[src/rtl/uart_brk_pkg.sv]
package uart_brk_pkg;
  typedef enum logic [2:0] {
    RX_IDLE,
    RX_START,
    RX_DATA,
    RX_PAR,
    RX_STOP,
    RX_BRKW
  } rx_st_e;

  typedef struct packed {
    logic done;     // character finished (not a break)
    logic perr;     // parity mismatch on that character
    logic ferr;     // stop bit low on that character
    logic brk;      // break frame recognised
    logic brk_end;  // line recovered after break
  } rx_evt_t;
endpackage

[src/rtl/uart_brk_sync.sv]
module uart_brk_sync #(
  parameter int STAGES = 2
) (
  input  logic clk,
  input  logic rst_n,
  input  logic d,
  output logic q
);
  logic [STAGES-1:0] chain;

  always_ff @(posedge clk or negedge rst_n) begin
    if (!rst_n) chain <= '1;
    else        chain <= {chain[STAGES-2:0], d};
  end

  assign q = chain[STAGES-1];
endmodule

[src/rtl/uart_brk_frame.sv]
module uart_brk_frame
  import uart_brk_pkg::*;
#(
  parameter int DATA_W = 8,
  parameter int OSR    = 16
) (
  input  logic              clk,
  input  logic              rst_n,
  input  logic              tick,
  input  logic              rxd_s,
  input  logic              par_en,
  input  logic              par_odd,
  output logic [DATA_W-1:0] data_o,
  output rx_evt_t           evt_o
);
  localparam int CNT_W = $clog2(OSR);
  localparam int BIT_W = $clog2(DATA_W);
  localparam logic [CNT_W-1:0] MID  = CNT_W'(OSR/2 - 1);
  localparam logic [CNT_W-1:0] LAST = CNT_W'(OSR - 1);
  localparam logic [BIT_W-1:0] TOPB = BIT_W'(DATA_W - 1);

  rx_st_e            st;
  logic [CNT_W-1:0]  cnt;
  logic [BIT_W-1:0]  bitn;
  logic [DATA_W-1:0] shreg;
  logic              parbit;
  logic              armed;
  logic              ones;

  assign ones   = ^{shreg, parbit};
  assign data_o = shreg;

  always_ff @(posedge clk or negedge rst_n) begin
    if (!rst_n) begin
      st     <= RX_IDLE;
      cnt    <= '0;
      bitn   <= '0;
      shreg  <= '0;
      parbit <= 1'b0;
      armed  <= 1'b0;
      evt_o  <= '0;
    end else begin
      evt_o <= '0;
      if (tick) begin
        unique case (st)
          RX_IDLE: begin
            if (rxd_s) armed <= 1'b1;
            else if (armed) begin
              st  <= RX_START;
              cnt <= '0;
            end
          end
          RX_START: begin
            if (cnt == MID) begin
              cnt   <= '0;
              bitn  <= '0;
              armed <= 1'b0;
              st    <= rxd_s ? RX_IDLE : RX_DATA;
            end else cnt <= cnt + 1'b1;
          end
          RX_DATA: begin
            if (cnt == LAST) begin
              cnt   <= '0;
              shreg <= {rxd_s, shreg[DATA_W-1:1]};
              if (bitn == TOPB) begin
                parbit <= 1'b0;
                st     <= par_en ? RX_PAR : RX_STOP;
              end else bitn <= bitn + 1'b1;
            end else cnt <= cnt + 1'b1;
          end
          RX_PAR: begin
            if (cnt == LAST) begin
              cnt    <= '0;
              parbit <= rxd_s;
              st     <= RX_STOP;
            end else cnt <= cnt + 1'b1;
          end
          RX_STOP: begin
            if (cnt == LAST) begin
              cnt <= '0;
              if (!rxd_s && shreg == '0 && !parbit) begin
                evt_o.brk <= 1'b1;
                st        <= RX_BRKW;
              end else begin
                evt_o.done <= 1'b1;
                evt_o.perr <= par_en & (ones ^ par_odd);
                evt_o.ferr <= ~rxd_s;
                armed      <= 1'b0;
                st         <= RX_IDLE;
              end
            end else cnt <= cnt + 1'b1;
          end
          RX_BRKW: begin
            if (!rxd_s) cnt <= '0;
            else if (cnt == LAST) begin
              cnt           <= '0;
              evt_o.brk_end <= 1'b1;
              armed         <= 1'b1;
              st            <= RX_IDLE;
            end else cnt <= cnt + 1'b1;
          end
          default: st <= RX_IDLE;
        endcase
      end
    end
  end

  // end-of-break is a single-cycle event
  p_brkend_single_r7: assert property (@(posedge clk) disable iff (!rst_n)
    evt_o.brk_end |=> !evt_o.brk_end);

  // a frame leaves idle only while the synchronized line is low
  p_start_low_r1: assert property (@(posedge clk) disable iff (!rst_n)
    (st == RX_IDLE && tick && rxd_s) |=> st == RX_IDLE);
endmodule

[src/rtl/uart_brk_status.sv]
module uart_brk_status
  import uart_brk_pkg::*;
#(
  parameter int DATA_W = 8
) (
  input  logic              clk,
  input  logic              rst_n,
  input  rx_evt_t           evt_i,
  input  logic [DATA_W-1:0] data_i,
  input  logic              sta_clr,
  input  logic              rx_ready,
  output logic [DATA_W-1:0] rx_data,
  output logic              rx_valid,
  output logic              par_err,
  output logic              frm_err,
  output logic              brk_flag,
  output logic              brk_end
);
  always_ff @(posedge clk or negedge rst_n) begin
    if (!rst_n) begin
      rx_data  <= '0;
      rx_valid <= 1'b0;
      par_err  <= 1'b0;
      frm_err  <= 1'b0;
      brk_flag <= 1'b0;
      brk_end  <= 1'b0;
    end else begin
      brk_end <= evt_i.brk_end;
      if (evt_i.done) begin
        rx_data  <= data_i;
        rx_valid <= 1'b1;
      end else if (rx_valid && rx_ready) begin
        rx_valid <= 1'b0;
      end
      par_err  <= (par_err  & ~sta_clr) | evt_i.perr;
      frm_err  <= (frm_err  & ~sta_clr) | evt_i.ferr;
      brk_flag <= (brk_flag & ~sta_clr) | evt_i.brk;
    end
  end

  p_valid_hold_r3: assert property (@(posedge clk) disable iff (!rst_n)
    (rx_valid && !rx_ready) |=> rx_valid);

  p_data_stable_r3: assert property (@(posedge clk) disable iff (!rst_n)
    (rx_valid && !evt_i.done) |=> $stable(rx_data));

  p_clear_r8: assert property (@(posedge clk) disable iff (!rst_n)
    (sta_clr && !evt_i.perr && !evt_i.ferr && !evt_i.brk)
      |=> (!par_err && !frm_err && !brk_flag));

  p_brk_no_frm_r6: assert property (@(posedge clk) disable iff (!rst_n)
    (evt_i.brk && !frm_err) |=> (brk_flag && !frm_err));
endmodule

[src/rtl/uart_brk_rx.sv]
module uart_brk_rx
  import uart_brk_pkg::*;
#(
  parameter int DATA_W   = 8,
  parameter int OSR      = 16,
  parameter int SYNC_STG = 2
) (
  input  logic              clk,
  input  logic              rst_n,
  input  logic              baud_tick,
  input  logic              rxd,
  input  logic              par_en,
  input  logic              par_odd,
  input  logic              sta_clr,
  output logic [DATA_W-1:0] rx_data,
  output logic              rx_valid,
  input  logic              rx_ready,
  output logic              par_err,
  output logic              frm_err,
  output logic              brk_flag,
  output logic              brk_end
);
  logic              rxd_s;
  logic [DATA_W-1:0] fr_data;
  rx_evt_t           evt;

  uart_brk_sync #(.STAGES(SYNC_STG)) u_sync (
    .clk  (clk),
    .rst_n(rst_n),
    .d    (rxd),
    .q    (rxd_s)
  );

  uart_brk_frame #(.DATA_W(DATA_W), .OSR(OSR)) u_frame (
    .clk    (clk),
    .rst_n  (rst_n),
    .tick   (baud_tick),
    .rxd_s  (rxd_s),
    .par_en (par_en),
    .par_odd(par_odd),
    .data_o (fr_data),
    .evt_o  (evt)
  );

  uart_brk_status #(.DATA_W(DATA_W)) u_status (
    .clk     (clk),
    .rst_n   (rst_n),
    .evt_i   (evt),
    .data_i  (fr_data),
    .sta_clr (sta_clr),
    .rx_ready(rx_ready),
    .rx_data (rx_data),
    .rx_valid(rx_valid),
    .par_err (par_err),
    .frm_err (frm_err),
    .brk_flag(brk_flag),
    .brk_end (brk_end)
  );
endmodule

[config.mk]
export PLATFORM = sky130hd
export DESIGN_NAME = uart_brk_rx
export DESIGN_NICKNAME = d
export VERILOG_FILES = /design/src/rtl/uart_brk_pkg.sv /design/src/rtl/uart_brk_sync.sv /design/src/rtl/uart_brk_frame.sv /design/src/rtl/uart_brk_status.sv /design/src/rtl/uart_brk_rx.sv
export SDC_FILE = /design/constraint.sdc
export NUM_CORES = 1
export LEC_CHECK = 0
export ABC_AREA = 0
export BUFFER_PORTS_ARGS = -buffer_cell sky130_fd_sc_hd__buf_2
export CORE_ASPECT_RATIO = 1.1
export CORE_MARGIN = 2
export CORE_UTILIZATION = 40
export CTS_CLUSTER_SIZE = 20
export DETAILED_ROUTE_END_ITERATION = 10
export SLEW_MARGIN = 20
export SYNTH_ARGS = -nofsm -noshare
export SYNTH_HDL_FRONTEND = slang
export SYNTH_HIERARCHICAL = 1
export SYNTH_SLANG_ARGS = --single-unit
[constraint.sdc]
create_clock -name clk -period 5.4 [get_ports clk]
set_input_delay 0.27 -clock clk [delete_from_list [all_inputs] [get_ports clk]]
set_output_delay 0.27 -clock clk [all_outputs]
set_load 0.01 [all_outputs]
==> flow_summary_export.csv, run 1 <==
group,metric,value,unit
cells_and_area,diodes,0,
die,io_pins,21,
status,run_status,"completed",
detailed_routing,drc,0,
synthesis,ys_warn_count,6,
synthesis,synth_edf_count,0,
clock_network,cts_sinks,40,
detailed_routing,drtIter0Drc,80,
global_route,grt_usage,0.141,
critical_path,crit_path_max_fanout,17,
detailed_routing,ant_nets,0,
pwr,p_leak,1.09,nW
critical_path,r2r-end,"u_frame/st[0]",
timing,skew,0.00566,ns
clock_network,cts_made_buffers,5,
synthesis,ys_types,52,
pwr,power,0.000806,W
critical_path,rr_startpoint,"u_frame/st[0]",
global_route,grt_pass1_vias,1316,
detailed_routing,route.met3.wl,135,µm
clock_network,cts.reportedPaths.clkPinSlew,0.07,ns
synthesis,ys_async_sr_fraction,1.00,
critical_path,critPathKind,"reg2reg",
pwr,power.density,364,nW/µm²
timing,tightest_slew,0.871,ns
cells_and_area,final_area,2210,µm²
hold_path,hold_path_depth,1,
detailed_routing,viasPerCell,5.51,
detailed_routing,dr.pass1.iters,4,
flow_run,drv_cap,0,
critical_path,crit_path_start_kind,"flop",
timing,hold_viol,0,
detailed_routing,detail_route.wl_per_cell,15.4,µm
critical_path,worst_setup_path_end_kind,"flop",
timing,max_freq,502,MHz
synthesis,ys_seq_area_frac,0.504,
synthesis,syn_nets,171,
die,die_height,78.0,µm
detailed_routing,wirelength,3630,µm
die,floorplan.initialDensity,0.422,
global_route,grt_pass1_wl,6220,µm
detailed_routing,via_count,1301,
detailed_routing,route.met2.wl,1810,µm
clock_network,h-tree-depth,2,
cells_and_area,layout-drive-gt1-share,0.339,
timing,slew_headroom,0.419,
timing,fin_crit_sh,0.369,
synthesis,synth_area,1990,µm²
synthesis,synth_seq_cells,40,
die,die_area,5560,µm²
clock_network,postCtsHoldBufs,0,
clock_network,cts_buffer_depth,2,
synthesis,synthDominantCellAreaShare,0.478,
placed_design,postPlaceCellArea,2110,µm²
cells_and_area,areaGrowthSynthToFinish,11.3,%
synthesis,synthFlopType,"dfrtp_1",
timing,period_needed,1.99,ns
clock_network,clk_latency,0.29,ns
synthesis,synth_area_leaders,"dfrtp_1 48%, mux2_4 6.8%, mux2_2 6.2%",
critical_path,reg2reg_depth,4,
timing,drv_slew,0,
critical_path,setup.worst_path.end,"u_frame/st[0]",
critical_path,crit_arrival,2.17,ns
synthesis,synth_cells,160,
global_route,antenna_found_initial,0,
clock_network,cts_tree,"built",
die,core_area,4720,µm²
pwr,ir_worst_vdd,126,µV
cells_and_area,nets,190,
critical_path,cp-startpoint,"u_frame/st[0]",
placed_design,gp_congestion,0.819,
synthesis,syn-mean-instance-area,12.4,µm²
detailed_routing,met1Wirelength,1630,µm
timing,rsz0062_at_grt,"false",
die,num_rows,26,
synthesis,synth.largest_area_cell,"dfrtp_1",
timing,setup_viol,0,
critical_path,critPathRequiredTime,5.58,ns
timing,final.setup.tns,0,ns
hold_path,hold_path_class,"in2reg",
clock_network,cts_setup_buffers,0,
detailed_routing,top_layer,"met4",
global_route,overflow,0,
clock_network,cts_resized,0,
timing,worst_hold_slack,0.0750,ns
placed_design,hpwlAfterDp,2560,µm
clock_network,root_buffer,"clkbuf_8",
global_route,grt_max_degree,41,
placed_design,io_buffers,20,
die,die_w,71.3,µm
critical_path,timing.reg2reg.setup_slack,3.41,ns
[cells in the mapped netlist, drive strengths merged (2+ instances only)]
cell type	n
dfrtp	38
mux2	20
nor2	7
xnor2	7
a21o	6
buf	6
nand2	5
o21ai	5
and3	4
inv	4
nand2b	4
nand3	4
nor2b	4
ha	3
nand4	3
nor3	3
a21oi	2
a22o	2
a31oi	2
clkbuf	2
dfstp	2
nor3b	2
nor4	2
o211ai	2
o32ai	2
or2	2
[critical path, cell delays in order (launching register included)]
cell      delay (ns)
dfrtp_1         0.70
nand2b_1        0.24
a311o_2         0.44
and4_4          0.22
mux2_4          0.29
[power by group]
| part | switching (W) | leakage, nW | total, W | internal [W] |
|---|---|---|---|---|
| clock network | 0.000101 | 0.0552 | 0.000238 | 0.000137 |
| registers | 0.0000469 | 0.531 | 0.000385 | 0.000338 |
| logic | 0.0000777 | 0.504 | 0.000183 | 0.000105 |
| total | 0.000225 | 1.09 | 0.000806 | 0.000581 |
[sequential cells by signal, indices dropped and copies added (netlist names)]
register,flops
u_frame/armed,1
u_frame/bitn,3
u_frame/cnt,4
u_frame/data_o,8
u_frame/evt_o,5
u_frame/parbit,1
u_frame/st,3
u_status/brk_end,1
u_status/brk_flag,1
u_status/frm_err,1
u_status/par_err,1
u_status/rx_data,8
u_status/rx_valid,1
u_sync/chain,2
[cell type report]
cell class | instances | area (µm²)
Tap cell | 56 | 70.1
Multi-Input combinational cell | 108 | 918
Clock inverter | 2 | 35.0
Clock buffer | 6 | 72.6
Fill cell | 441 | 2500
Timing Repair Buffer | 20 | 100
Inverter | 4 | 15.0
Sequential cell | 40 | 1000
[through the flow]
stage / utilization / std cells / setup slack, ns
2_1_floorplan: - / 160 / 3.53
3_3_place_gp: 0.447 / 228 / 3.48
3_5_place_dp: 0.447 / 228 / 3.45
4_1_cts: 0.469 / 236 / 3.43
5_1_grt: 0.469 / 236 / 3.32
6_report: 0.469 / 236 / 3.41
[per-layer routing]
layer,global-route usage,vias to the layer above
met4,0.0509,0
met2,0.242,21
met5,0,-
met3,0.0325,5
li1,-,626
met1,0.172,649
[kinds of logic after synthesis]
kind of cell / after synthesis / synth area share
mux: 20 / 0.130
simple gates: 46 / 0.146
fa+ha+maj: 3 / 0.0189
xor+xnor: 8 / 0.0421
compound gates: 31 / 0.124
buf+inv: 12 / 0.0346
flops: 40 / 0.504
[placed cells by master, fill, tap and decap left out, types with 2 or more instances in the layout]
cell,n
and3_1,3
nor3_1,2
nor4_1,2
nand2b_1,4
nor2b_1,3
a22o_1,2
dfstp_2,2
o211ai_1,2
or2_2,2
nand2_1,5
nor3b_1,2
a21o_1,4
o21ai_0,4
xnor2_1,7
a21oi_1,2
ha_1,3
nand3_1,4
buf_2,20
clkbuf_8,5
nor2_1,7
nand4_1,3
mux2_4,9
a21o_2,2
a31oi_1,2
o32ai_1,2
inv_1,4
mux2_2,11
dfrtp_1,38
[worst min-delay path by stage]
stage / from / to / slack (ns)
2_1_floorplan: rst_n / u_frame/armed / -0.03
3_3_place_gp: u_frame/evt_o[0] / u_status/brk_end / 0.34
3_5_place_dp: u_frame/evt_o[0] / u_status/brk_end / 0.33
4_1_cts: rxd / u_sync/chain[0] / 0.07
5_1_grt: rxd / u_sync/chain[0] / 0.06
6_report: rxd / u_sync/chain[0] / 0.07
Note: power is estimated with default switching activity, not from simulation.
==> run 2, diff against run 1 <==
==> constraint.sdc (replaced) <==
create_clock -name clk -period 2.1 [get_ports clk]
set_input_delay 0.105 -clock clk [delete_from_list [all_inputs] [get_ports clk]]
set_output_delay 0.105 -clock clk [all_outputs]
set_load 0.01 [all_outputs]
==> flow_summary_export.csv, run 2 (synthesis gave the netlist of run 1 again) <==
group,metric,value,unit
detailed_routing,viasPerCell,5.54,
status,run_status,"completed",
timing,hold_viol,0,
clock_network,cts_tree,"built",
global_route,overflow,0,
critical_path,crit_arrival,2.13,ns
timing,max_freq,511,MHz
critical_path,crit_path_start_kind,"flop",
cells_and_area,areaGrowthSynthToFinish,12.3,%
cells_and_area,nets,194,
pwr,p_leak,1.11,nW
critical_path,worst_setup_path_end_kind,"flop",
critical_path,critPathRequiredTime,2.28,ns
placed_design,gp_congestion,0.897,
clock_network,cts_sinks,40,
clock_network,root_buffer,"clkbuf_8",
critical_path,path_buf_inv,0,
critical_path,crit_path_max_fanout,3,
cells_and_area,final_area,2230,µm²
global_route,grt_usage,0.143,
detailed_routing,dr.pass1.iters,4,
pwr,power.density,881,nW/µm²
timing,period_needed,1.96,ns
placed_design,hpwlAfterDp,2500,µm
timing,final.setup.tns,0,ns
critical_path,r2r-end,"u_frame/st[0]",
die,floorplan.initialDensity,0.422,
timing,fin_crit_sh,0.933,
critical_path,timing.reg2reg.setup_slack,0.14,ns
critical_path,cp_cell_sequence,"ha_1 -> ha_1 -> and2_1 -> a2111o_1 -> and4_4 -> mux2_4",
critical_path,setup.worst_path.end,"u_frame/st[0]",
die,die_w,71.3,µm
flow_run,drv_cap,0,
clock_network,cts.reportedPaths.clkPinSlew,0.07,ns
detailed_routing,via_count,1330,
timing,tightest_slew,0.857,ns
die,num_rows,26,
hold_path,hp-start,"rx_ready",
timing,rsz0062_at_grt,"false",
critical_path,max_stage_delay,0.40,ns
detailed_routing,drtIter0Drc,49,
timing,slew_headroom,0.428,
clock_network,cts_buffer_depth,2,
timing,worst_hold_slack,0.0809,ns
cells_and_area,nFillCells,435,
clock_network,clk_latency,0.29,ns
global_route,antenna_found_initial,0,
global_route,grt_pass1_wl,6270,µm
detailed_routing,wirelength,3560,µm
die,die_area,5560,µm²
global_route,grt_pass1_vias,1365,
placed_design,postPlaceCellArea,2120,µm²
detailed_routing,detail_route.wl_per_cell,14.8,µm
die,die_height,78.0,µm
die,io_pins,21,
critical_path,crit_slowest_cell,"dfrtp_1",
hold_path,hold_path_class,"in2reg",
critical_path,rr_startpoint,"u_frame/bitn[0]",
cells_and_area,diodes,0,
detailed_routing,ant_nets,0,
clock_network,h-tree-depth,2,
global_route,grt_max_degree,41,
die,core_area,4720,µm²
critical_path,cp-startpoint,"u_frame/bitn[0]",
critical_path,reg2reg_depth,6,
cells_and_area,layout-drive-gt1-share,0.348,
cells_and_area,most-common-layout-cells,"38 x dfrtp_1, 20 x buf_2, 11 x mux2_2",
pwr,ir_worst_vdd,410,µV
critical_path,cp_top_family,"adder cells",
clock_network,cts_made_buffers,5,
timing,drv_slew,0,
timing,setup_viol,0,
placed_design,io_buffers,20,
cells_and_area,layout_commonest_cell,"dfrtp_1",
timing,skew,0.00523,ns
critical_path,cp_common_cell,"ha_1",
critical_path,critPathKind,"reg2reg",
detailed_routing,drc,0,
critical_path,cp_num_cells,6,
==> run 2: cell types whose count changed in the layout (fill, tap and decap cells not counted), sizes merged <==
cell         change
bufinv           -1
buf              +2
dlygate4sd3      +2
clkinv           +1
==> run 2: layout make-up <==
cell class / instances / area (µm²) / area share
Clock buffer: 6 / 82.6 / 0.0370
Clock inverter: 2 / 10.0 / 0.00448
Inverter: 4 / 15.0 / 0.00672
Multi-Input combinational cell: 108 / 918 / 0.411
Sequential cell: 40 / 1000 / 0.449
Tap cell: 56 / 70.1 / 0.0314
Timing Repair Buffer: 24 / 135 / 0.0605
==> run 2: worst min-delay path by stage <==
stage / endpoint / slack (ns) / cells after the start
finish: u_status/rx_valid / 0.08 / 3
global route: u_status/rx_valid / 0.07 / 3
CTS: u_status/rx_valid / 0.07 / 3
detailed placement: u_sync/chain[0] / 0.21 / 1
global placement: u_sync/chain[0] / 0.21 / 1
floorplan: u_frame/armed / -0.19 / 0
==> run 2: worst min-delay path, stage by stage <==
cell and delay, ns:
buf_2 0.09, inv_1 0.04, a21o_2 0.10
==> run 2: stage by stage <==
stage                util  total power [W]  std cells  setup slack, ns
CTS                 0.474          0.00200        240            0.142
finish              0.474          0.00197        240            0.141
global placement    0.450          0.00145        230            0.193
floorplan               -          0.00138        160            0.232
global route        0.474          0.00211        240           0.0410
detailed placement  0.450          0.00147        230            0.150
==> run 2: metal layers <==
layer / global-route usage / share of wire / vias up
met3: 0.0390 / 0.038 / 11
met1: 0.172 / 0.46 / 650
met5: 0 / 0 / -
met2: 0.238 / 0.48 / 35
li1: - / - / 634
met4: 0.0585 / 0.022 / 0
==> run 2: report_power, final <==
part	internal [W]	switching [W]
registers	0.000869	0.000119
clock network	0.000262	0.000252
logic	0.000273	0.000195
total	0.00140	0.000566
==> run 2: timing repair <==
action                    CTS  global route
gates resized for setup     0             0
hold endpoints to repair   39             0
hold buffers                2             0
buffers inserted            0             0
